### config.mk
export PLATFORM = sky130hd
export DESIGN_NAME = perfmon_unit
export DESIGN_NICKNAME = d
export VERILOG_FILES = /design/src/rtl/perfmon_pkg.sv /design/src/rtl/perfmon_ctrl.sv /design/src/rtl/perfmon_counter.sv /design/src/rtl/perfmon_prescale.sv /design/src/rtl/perfmon_evt_match.sv /design/src/rtl/perfmon_unit.sv
export SDC_FILE = /design/constraint.sdc
export NUM_CORES = 1
export LEC_CHECK = 0
export BUFFER_PORTS_ARGS = -buffer_cell sky130_fd_sc_hd__buf_4
export CAP_MARGIN = 40
export CORE_MARGIN = 4
export CORE_UTILIZATION = 35
export CTS_BUF_LIST = sky130_fd_sc_hd__clkbuf_4
export CTS_CLUSTER_DIAMETER = 50
export DETAILED_ROUTE_END_ITERATION = 10
export HOLD_SLACK_MARGIN = 0.02
export PLACE_DENSITY_LB_ADDON = 0.2
export SKIP_CTS_REPAIR_TIMING = 1
export SKIP_LAST_GASP = 1
export SLEW_MARGIN = 25
export SYNTH_ARGS = -nofsm -noshare
export SYNTH_HDL_FRONTEND = slang
export SYNTH_HIERARCHICAL = 1
export SYNTH_SLANG_ARGS = --single-unit
export TNS_END_PERCENT = 50
### constraint.sdc
create_clock -name clk -period 5.15 [get_ports clk]
set_clock_uncertainty 0.2 [all_clocks]
set_input_delay 1.545 -clock clk [delete_from_list [all_inputs] [get_ports clk]]
set_output_delay 1.545 -clock clk [all_outputs]
set_load 0.1 [all_outputs]
### src/rtl/perfmon_pkg.sv
package perfmon_pkg;
    // Field positions inside the packed control word; software decodes these.
    localparam int CB_RUN     = 0;
    localparam int CB_EVRST   = 1;
    localparam int CB_CYRST   = 2;
    localparam int CB_DIV     = 3;
    localparam int CB_IE_LO   = 4;
    localparam int CB_OVF_LO  = 8;
    localparam int CB_SEL0_LO = 12;
    localparam int CB_SEL1_LO = 20;

    localparam int NUM_SRC  = 3;
    localparam int NUM_EV   = 2;
    localparam int SRC_CYC  = 2;

    localparam int CODE_W   = 8;
    localparam logic [CODE_W-1:0] CODE_NONE = 8'hFF;

    typedef logic [1:0] reg_addr_t;
    localparam reg_addr_t ADDR_CTRL = 2'd0;
    localparam reg_addr_t ADDR_CYC  = 2'd1;
    localparam reg_addr_t ADDR_EV0  = 2'd2;
endpackage

### src/rtl/perfmon_ctrl.sv
// Packed control/status state of the monitor.
// Holds run, prescale mode, interrupt enables, event selects and sticky
// overflow flags. Assumes the caller has already split the write data
// into fields. Flags use write-one-to-clear; a wrap in the same cycle wins.
module perfmon_ctrl
    import perfmon_pkg::*;
(
    input  logic                            clk,
    input  logic                            rst_n,
    input  logic                            wr_en,
    input  logic                            wr_run,
    input  logic                            wr_div,
    input  logic [NUM_SRC-1:0]              wr_ie,
    input  logic [NUM_SRC-1:0]              wr_clr,
    input  logic [NUM_EV-1:0][CODE_W-1:0]   wr_sel,
    input  logic [NUM_SRC-1:0]              wrap,
    output logic                            run,
    output logic                            div_mode,
    output logic [NUM_SRC-1:0]              ie,
    output logic [NUM_SRC-1:0]              flags,
    output logic [NUM_EV-1:0][CODE_W-1:0]   sel
);
    logic [NUM_SRC-1:0] clr_mask;

    // Clear mask applies only on a control write.
    always_comb clr_mask = wr_en ? wr_clr : '0;

    // Configuration fields load on a control write.
    always_ff @(posedge clk) begin
        if (!rst_n) begin
            run      <= 1'b0;
            div_mode <= 1'b0;
            ie       <= '0;
            sel      <= '0;
        end else if (wr_en) begin
            run      <= wr_run;
            div_mode <= wr_div;
            ie       <= wr_ie;
            sel      <= wr_sel;
        end
    end

    // Sticky overflow flags: set on wrap, cleared by writing ones.
    always_ff @(posedge clk) begin
        if (!rst_n) flags <= '0;
        else        flags <= (flags & ~clr_mask) | wrap;
    end
endmodule

### src/rtl/perfmon_counter.sv
// One loadable up-counter with wrap detection.
// Clear beats load beats increment. Wrap is reported combinationally
// in the cycle the counter steps from all ones to zero.
module perfmon_counter #(
    parameter int W = 32
) (
    input  logic         clk,
    input  logic         rst_n,
    input  logic         clr,
    input  logic         ld,
    input  logic [W-1:0] ld_val,
    input  logic         inc,
    output logic [W-1:0] cnt,
    output logic         wrap
);
    // Wrap only when an increment really happens on a full count.
    always_comb wrap = inc && !clr && !ld && (&cnt);

    // Count register with clear/load/increment priority.
    always_ff @(posedge clk) begin
        if (!rst_n)   cnt <= '0;
        else if (clr) cnt <= '0;
        else if (ld)  cnt <= ld_val;
        else if (inc) cnt <= cnt + 1'b1;
    end
endmodule

### src/rtl/perfmon_prescale.sv
// Cycle-counter step generator.
// In direct mode it steps every running cycle; in divide mode it steps
// once per 2**LOG2 running cycles. Assumes clr comes with the counter clear.
module perfmon_prescale #(
    parameter int LOG2 = 6
) (
    input  logic clk,
    input  logic rst_n,
    input  logic clr,
    input  logic run,
    input  logic div_mode,
    output logic tick
);
    logic [LOG2-1:0] pre;

    // Step when running, either directly or at the prescaler's terminal count.
    always_comb tick = run && !clr && (!div_mode || (&pre));

    // Prescaler advances only while running in divide mode.
    always_ff @(posedge clk) begin
        if (!rst_n)                   pre <= '0;
        else if (clr)                 pre <= '0;
        else if (run && div_mode)     pre <= pre + 1'b1;
    end
endmodule

### src/rtl/perfmon_evt_match.sv
// Event selector for one counter: picks the pulse bit of the chosen code.
// Assumes pulses are one cycle wide; the null code never matches.
module perfmon_evt_match
    import perfmon_pkg::*;
#(
    parameter int NCODES = 256
) (
    input  logic [CODE_W-1:0] sel,
    input  logic [NCODES-1:0] evt_vec,
    input  logic              run,
    output logic              hit
);
    // Index the pulse vector by the select code.
    always_comb hit = run && (sel != CODE_NONE) && evt_vec[sel];
endmodule

### src/rtl/perfmon_unit.sv
// Performance monitor top: cycle counter, two event counters and a packed
// control word behind a small register port. Assumes writes are one-cycle
// strobes and reads are combinational on reg_addr.
module perfmon_unit
    import perfmon_pkg::*;
#(
    parameter int DATA_W    = 32,
    parameter int PRE_LOG2  = 6,
    localparam int NCODES   = 1 << CODE_W
) (
    input  logic              clk,
    input  logic              rst_n,
    input  logic              reg_we,
    input  logic [1:0]        reg_addr,
    input  logic [DATA_W-1:0] reg_wdata,
    input  logic [NCODES-1:0] evt_vec,
    output logic [DATA_W-1:0] reg_rdata,
    output logic              irq
);
    logic                          ctrl_we, ev_rst, cy_rst;
    logic                          glob_en, div_mode, cyc_tick;
    logic [NUM_SRC-1:0]            irq_en, ovf_flags, wrap_v;
    logic [NUM_EV-1:0][CODE_W-1:0] sel, wr_sel;
    logic [NUM_EV-1:0]             hit;
    logic [NUM_EV-1:0][DATA_W-1:0] ev_cnt;
    logic [DATA_W-1:0]             cyc_cnt, ctrl_word;

    // Decode control-word write and its self-clearing reset bits.
    always_comb begin
        ctrl_we   = reg_we && (reg_addr == ADDR_CTRL);
        ev_rst    = ctrl_we && reg_wdata[CB_EVRST];
        cy_rst    = ctrl_we && reg_wdata[CB_CYRST];
        wr_sel[0] = reg_wdata[CB_SEL0_LO +: CODE_W];
        wr_sel[1] = reg_wdata[CB_SEL1_LO +: CODE_W];
    end

    perfmon_ctrl ctrl_i (
        .clk      (clk),
        .rst_n    (rst_n),
        .wr_en    (ctrl_we),
        .wr_run   (reg_wdata[CB_RUN]),
        .wr_div   (reg_wdata[CB_DIV]),
        .wr_ie    (reg_wdata[CB_IE_LO +: NUM_SRC]),
        .wr_clr   (reg_wdata[CB_OVF_LO +: NUM_SRC]),
        .wr_sel   (wr_sel),
        .wrap     (wrap_v),
        .run      (glob_en),
        .div_mode (div_mode),
        .ie       (irq_en),
        .flags    (ovf_flags),
        .sel      (sel)
    );

    genvar j;
    generate
        for (j = 0; j < NUM_EV; j++) begin : g_ev
            localparam reg_addr_t MY_ADDR = ADDR_EV0 + reg_addr_t'(j);
            perfmon_evt_match #(.NCODES(NCODES)) match_i (
                .sel     (sel[j]),
                .evt_vec (evt_vec),
                .run     (glob_en),
                .hit     (hit[j])
            );
            perfmon_counter #(.W(DATA_W)) cnt_i (
                .clk    (clk),
                .rst_n  (rst_n),
                .clr    (ev_rst),
                .ld     (reg_we && (reg_addr == MY_ADDR)),
                .ld_val (reg_wdata),
                .inc    (hit[j]),
                .cnt    (ev_cnt[j]),
                .wrap   (wrap_v[j])
            );
        end
    endgenerate

    perfmon_prescale #(.LOG2(PRE_LOG2)) pre_i (
        .clk      (clk),
        .rst_n    (rst_n),
        .clr      (cy_rst),
        .run      (glob_en),
        .div_mode (div_mode),
        .tick     (cyc_tick)
    );

    perfmon_counter #(.W(DATA_W)) cyc_i (
        .clk    (clk),
        .rst_n  (rst_n),
        .clr    (cy_rst),
        .ld     (reg_we && (reg_addr == ADDR_CYC)),
        .ld_val (reg_wdata),
        .inc    (cyc_tick),
        .cnt    (cyc_cnt),
        .wrap   (wrap_v[SRC_CYC])
    );

    // Assemble the readable control word; holes and reset bits stay zero.
    always_comb begin
        ctrl_word                             = '0;
        ctrl_word[CB_RUN]                     = glob_en;
        ctrl_word[CB_DIV]                     = div_mode;
        ctrl_word[CB_IE_LO +: NUM_SRC]        = irq_en;
        ctrl_word[CB_OVF_LO +: NUM_SRC]       = ovf_flags;
        ctrl_word[CB_SEL0_LO +: CODE_W]       = sel[0];
        ctrl_word[CB_SEL1_LO +: CODE_W]       = sel[1];
    end

    // Read multiplexer over the four registers.
    always_comb begin
        case (reg_addr)
            ADDR_CTRL: reg_rdata = ctrl_word;
            ADDR_CYC:  reg_rdata = cyc_cnt;
            ADDR_EV0:  reg_rdata = ev_cnt[0];
            default:   reg_rdata = ev_cnt[1];
        endcase
    end

    // Level interrupt from enabled flags.
    always_comb irq = |(ovf_flags & irq_en);
endmodule

==> results.md <==
Worst setup path:
- The setup path with the least slack is of type input port to primary output.
- The setup slack of the worst register-to-register path is roughly 740 ps.
- Counting cells, the worst reg-to-reg path comes to 11.
- The worst setup path is launched from an input port.
- The startpoint of the worst setup timing path is reg_addr[0].
- The worst register-to-register path ends at g_ev[1].cnt_i/cnt[22].
- The critical path data required time is approximately 3400 ps.
- At the worst endpoint, the arrival time is between 2000 and 3000 ps.
- STA classifies the critical path endpoint as a primary output.
- The launching point of the worst reg2reg path is ctrl_i/sel[9].
- Along the worst path, the maximum fanout reaches 14.
- The most critical setup path has its endpoint at reg_rdata[1].

Timing:
- Across all setup checks in the final design, the least slack found is 418.8 ps.
- For the pin with the worst max-slew slack, the measured transition is between 700 and 800 ps.
- The max-slew violation total from the final report came to 0.
- The final number of setup-violating endpoints is 0.
- The time the final worst path needs with I/O delays and setup is 4731 ps.
- The worst relative slew slack is 0.4883.
- Setup repair after global routing left no endpoint under its margin.
- In the final timing run, aggregate negative setup slack is 0 ps.
- For this run, the top clock speed supported by timing is ~210 MHz.
- Of the available clock period, the critical path in the final layout requires 0.9187.
- The number of hold violations in the final report is 0.

Synthesis:
- Dividing the synthesized area by the synthesized cell count gives between 9 and 10 um2.
- The synthesized netlist contains 71 unique library cells.
- The share of the Yosys chip area taken by registers is 0.2010.
- The warning count from the yosys run is 6.
- The cell area after synthesis is 0.01255 mm2.
- Synthesis inferred 126 register bits.
- The async set or reset register ratio after synthesis is 0.
- The number of nets in the synthesized netlist is roughly 1600.
- In the synthesized netlist the dominant register cell turns out to be dfxtp_1.
- The synthesized design contains 0 enable-type register cells.
- The gate count after technology mapping is 1323.

Die:
- In this run the count of I/O pins placed on the die edge is between 300 and 400.
- The floorplan step defined a core boundary enclosing ~0.035 mm2.
- The die is 197.3 um tall.
- The die is roughly 200 um wide.
- The initial utilization of the core area, before any placement, comes to 0.3536.
- After floorplanning, the core was divided into 69 placement rows.
- The die outline area is just under 0.04 mm2.

Finish:
- The share of layout cells above drive strength 1 is 0.3707.
- The number of nets in the layout is between 1500 and 2000.
- In the layout the commonest cells are buf_4, mux4_2, dfxtp_1.
- The most common cell after layout, fill and taps aside is buf_4.
- Fill cells in the final layout number 3466.
- The layout overhead on the synthesized area is 24.67%.

Placement:
- The global placement routability congestion is between 0.9 and 1.
- In this run the tool buffered the top-level ports with between 300 and 400 buffer cells.
- The post-detailed-placement half-perimeter wirelength is 41550 um.
- The worst setup slack before clock tree synthesis is approximately 300 ps.

Detailed routing:
- The starting DRC count in detailed routing is between 1000 and 1500.
- After detailed routing, the number of vias per cell comes to approximately 6.3.
- The post-detailed-route wirelength per cell is 25.22 um.
- The routed design has 52720 um of wire.
- The DRC violation count after routing is 0.
- The first TritonRoute pass finished after 5 iterations.
- The antenna violation net count after detailed routing is 0.
- The final route contains about 13000 vias.

Global routing:
- The initial antenna violation count is 5.
- The first global-routing pass estimated 77850 um of wire.
- The total overflow reported by the global router is 0.
- The via count of the first global-routing pass is ~13000.
- Entering global routing, the biggest net connects 46 pins.
- In the global route stage, overall resource usage came out at 0.2573.

Job:
- Max-cap violations in this run came to 0.

Power and ir drop:
- For this design the total switching power over the nets is slightly above 900 uW.
- Of the total power, registers draw 0.428.
- Dividing total power by cell area gives a power density of about 170 mW/mm2.
- The internal portion of total power is around 1.7 mW.
- In this run the static leakage power is 5.380 nW.
- IR analysis of the VDD net gives a maximum drop of approximately 0.12 mV.
- Of the total power, the clock network draws 0.253.
- Of the total power, the share spent switching nets is 0.3576.
- The share of total power dissipated in combinational logic is 0.319.

Clock tree:
- The root buffer cell chosen for the clock tree is clkbuf_4.
- The clock reaches the later pin of the worst-skew pair after a little under 600 ps.
- Buffers inserted during clock tree synthesis total 17.
- TritonCTS built the clock tree.
- The H-tree depth reported by CTS is 4.
- Counting along the longest clock path gives a buffer depth of 2.
- After clock tree synthesis, the clock-pin slew on the worst setup and hold paths is approximately 120 ps.
- For this design, the sink count on the clock tree is 126.

Hold path:
- The worst hold path belongs to the class register to register.
- The worst hold path depth is 2.

Outcome:
- The flow ran to the end, and the final reports show no timing, DRC or antenna violations.
## registers in the layout, summed over array words and instances (netlist names)
register,cells
ctrl_i/div_mode,1
ctrl_i/flags,3
ctrl_i/ie,3
ctrl_i/run,1
ctrl_i/sel,16
cyc_i/cnt,32
g_ev.cnt_i/cnt,64
pre_i/pre,6
## critical path, cell delays in order
cell and delay (ps):
buf_4 240, nor2b_1 420, buf_4 260, a22o_1 200
buf_4 310
## cell type report
class                      instances  area (um2)  area share
clock inverter                    15       123.9    0.007919
timing repair buffer             378        2879      0.1841
multi-input combinational       1053        9254      0.5916
clock buffer                      17       127.6    0.008159
antenna                            5       12.51   0.0007999
tap                              461       576.8     0.03687
inverter                          35       131.4    0.008399
sequential                       126        2537      0.1622
## power by group through the flow
stage	logic (mW)	clock network, mW	registers, mW
4_1_cts	0.819	0.673	1.10
3_5_place_dp	0.816	0	1.13
6_report	0.824	0.653	1.11
2_1_floorplan	0.492	0	1.08
3_3_place_gp	0.805	0	1.13
5_1_grt	0.870	0.713	1.12
## through the flow
stage / cells / cell area, um2 / power, mW / util / hold slack, ps
final: 2090 / 15640 / 2.583 / 0.4408 / 305.6
after CTS: 2085 / 15630 / 2.597 / 0.4405 / 306.6
after global placement: 2051 / 15350 / 1.934 / 0.4325 / 277.7
after floorplan: 1323 / 12550 / 1.571 / - / 258.2
after global routing: 2090 / 15640 / 2.700 / 0.4408 / 330.6
after detailed placement: 2053 / 15380 / 1.942 / 0.4334 / 288.1
## cells by family after synthesis
kind of cell | Yosys count | synth area share
AO/OA/AOI/OAI | 329 | 0.1693
XOR/XNOR | 38 | 0.02653
adder cells (fa/ha/maj) | 4 | 0.003989
buffers and inverters | 144 | 0.06253
flip-flops | 126 | 0.2010
multiplexers | 226 | 0.3222
AND/OR/NAND/NOR | 456 | 0.2144
## worst min path at each step
stage	end	start
finish	pre_i/pre[1]	pre_i/pre[1]
global route	pre_i/pre[5]	pre_i/pre[5]
CTS	pre_i/pre[1]	pre_i/pre[1]
detailed placement	pre_i/pre[1]	pre_i/pre[1]
global placement	pre_i/pre[5]	pre_i/pre[5]
floorplan	pre_i/pre[5]	pre_i/pre[5]
## per-layer routing
layer / share of wire / vias up / GRT usage / routed length, um
li1: - / 5930 / - / -
met1: 0.40 / 6452 / 0.3327 / 21070
met2: 0.49 / 664 / 0.4459 / 25990
met3: 0.086 / 69 / 0.04264 / 4524
met4: 0.021 / 0 / 0.07114 / 1124
met5: 0 / - / 0 / 0
## cell usage after synthesis, types with 33 or more instances
library cell,instances,area [um2]
nor2_1,52,195.2
clkbuf_1,53,198.9
nand3_1,59,295.3
dfxtp_1,126,2522
nor2b_1,34,212.7
a31oi_1,50,312.8
nand4_1,33,206.5
a21oi_1,65,325.3
xnor2_1,33,289.0
mux4_2,136,3063
inv_1,35,131.4
mux2i_1,72,720.7
o21ai_0,81,405.4
nand2_1,83,311.6
No activity file was read; power rests on OpenSTA's default activity.
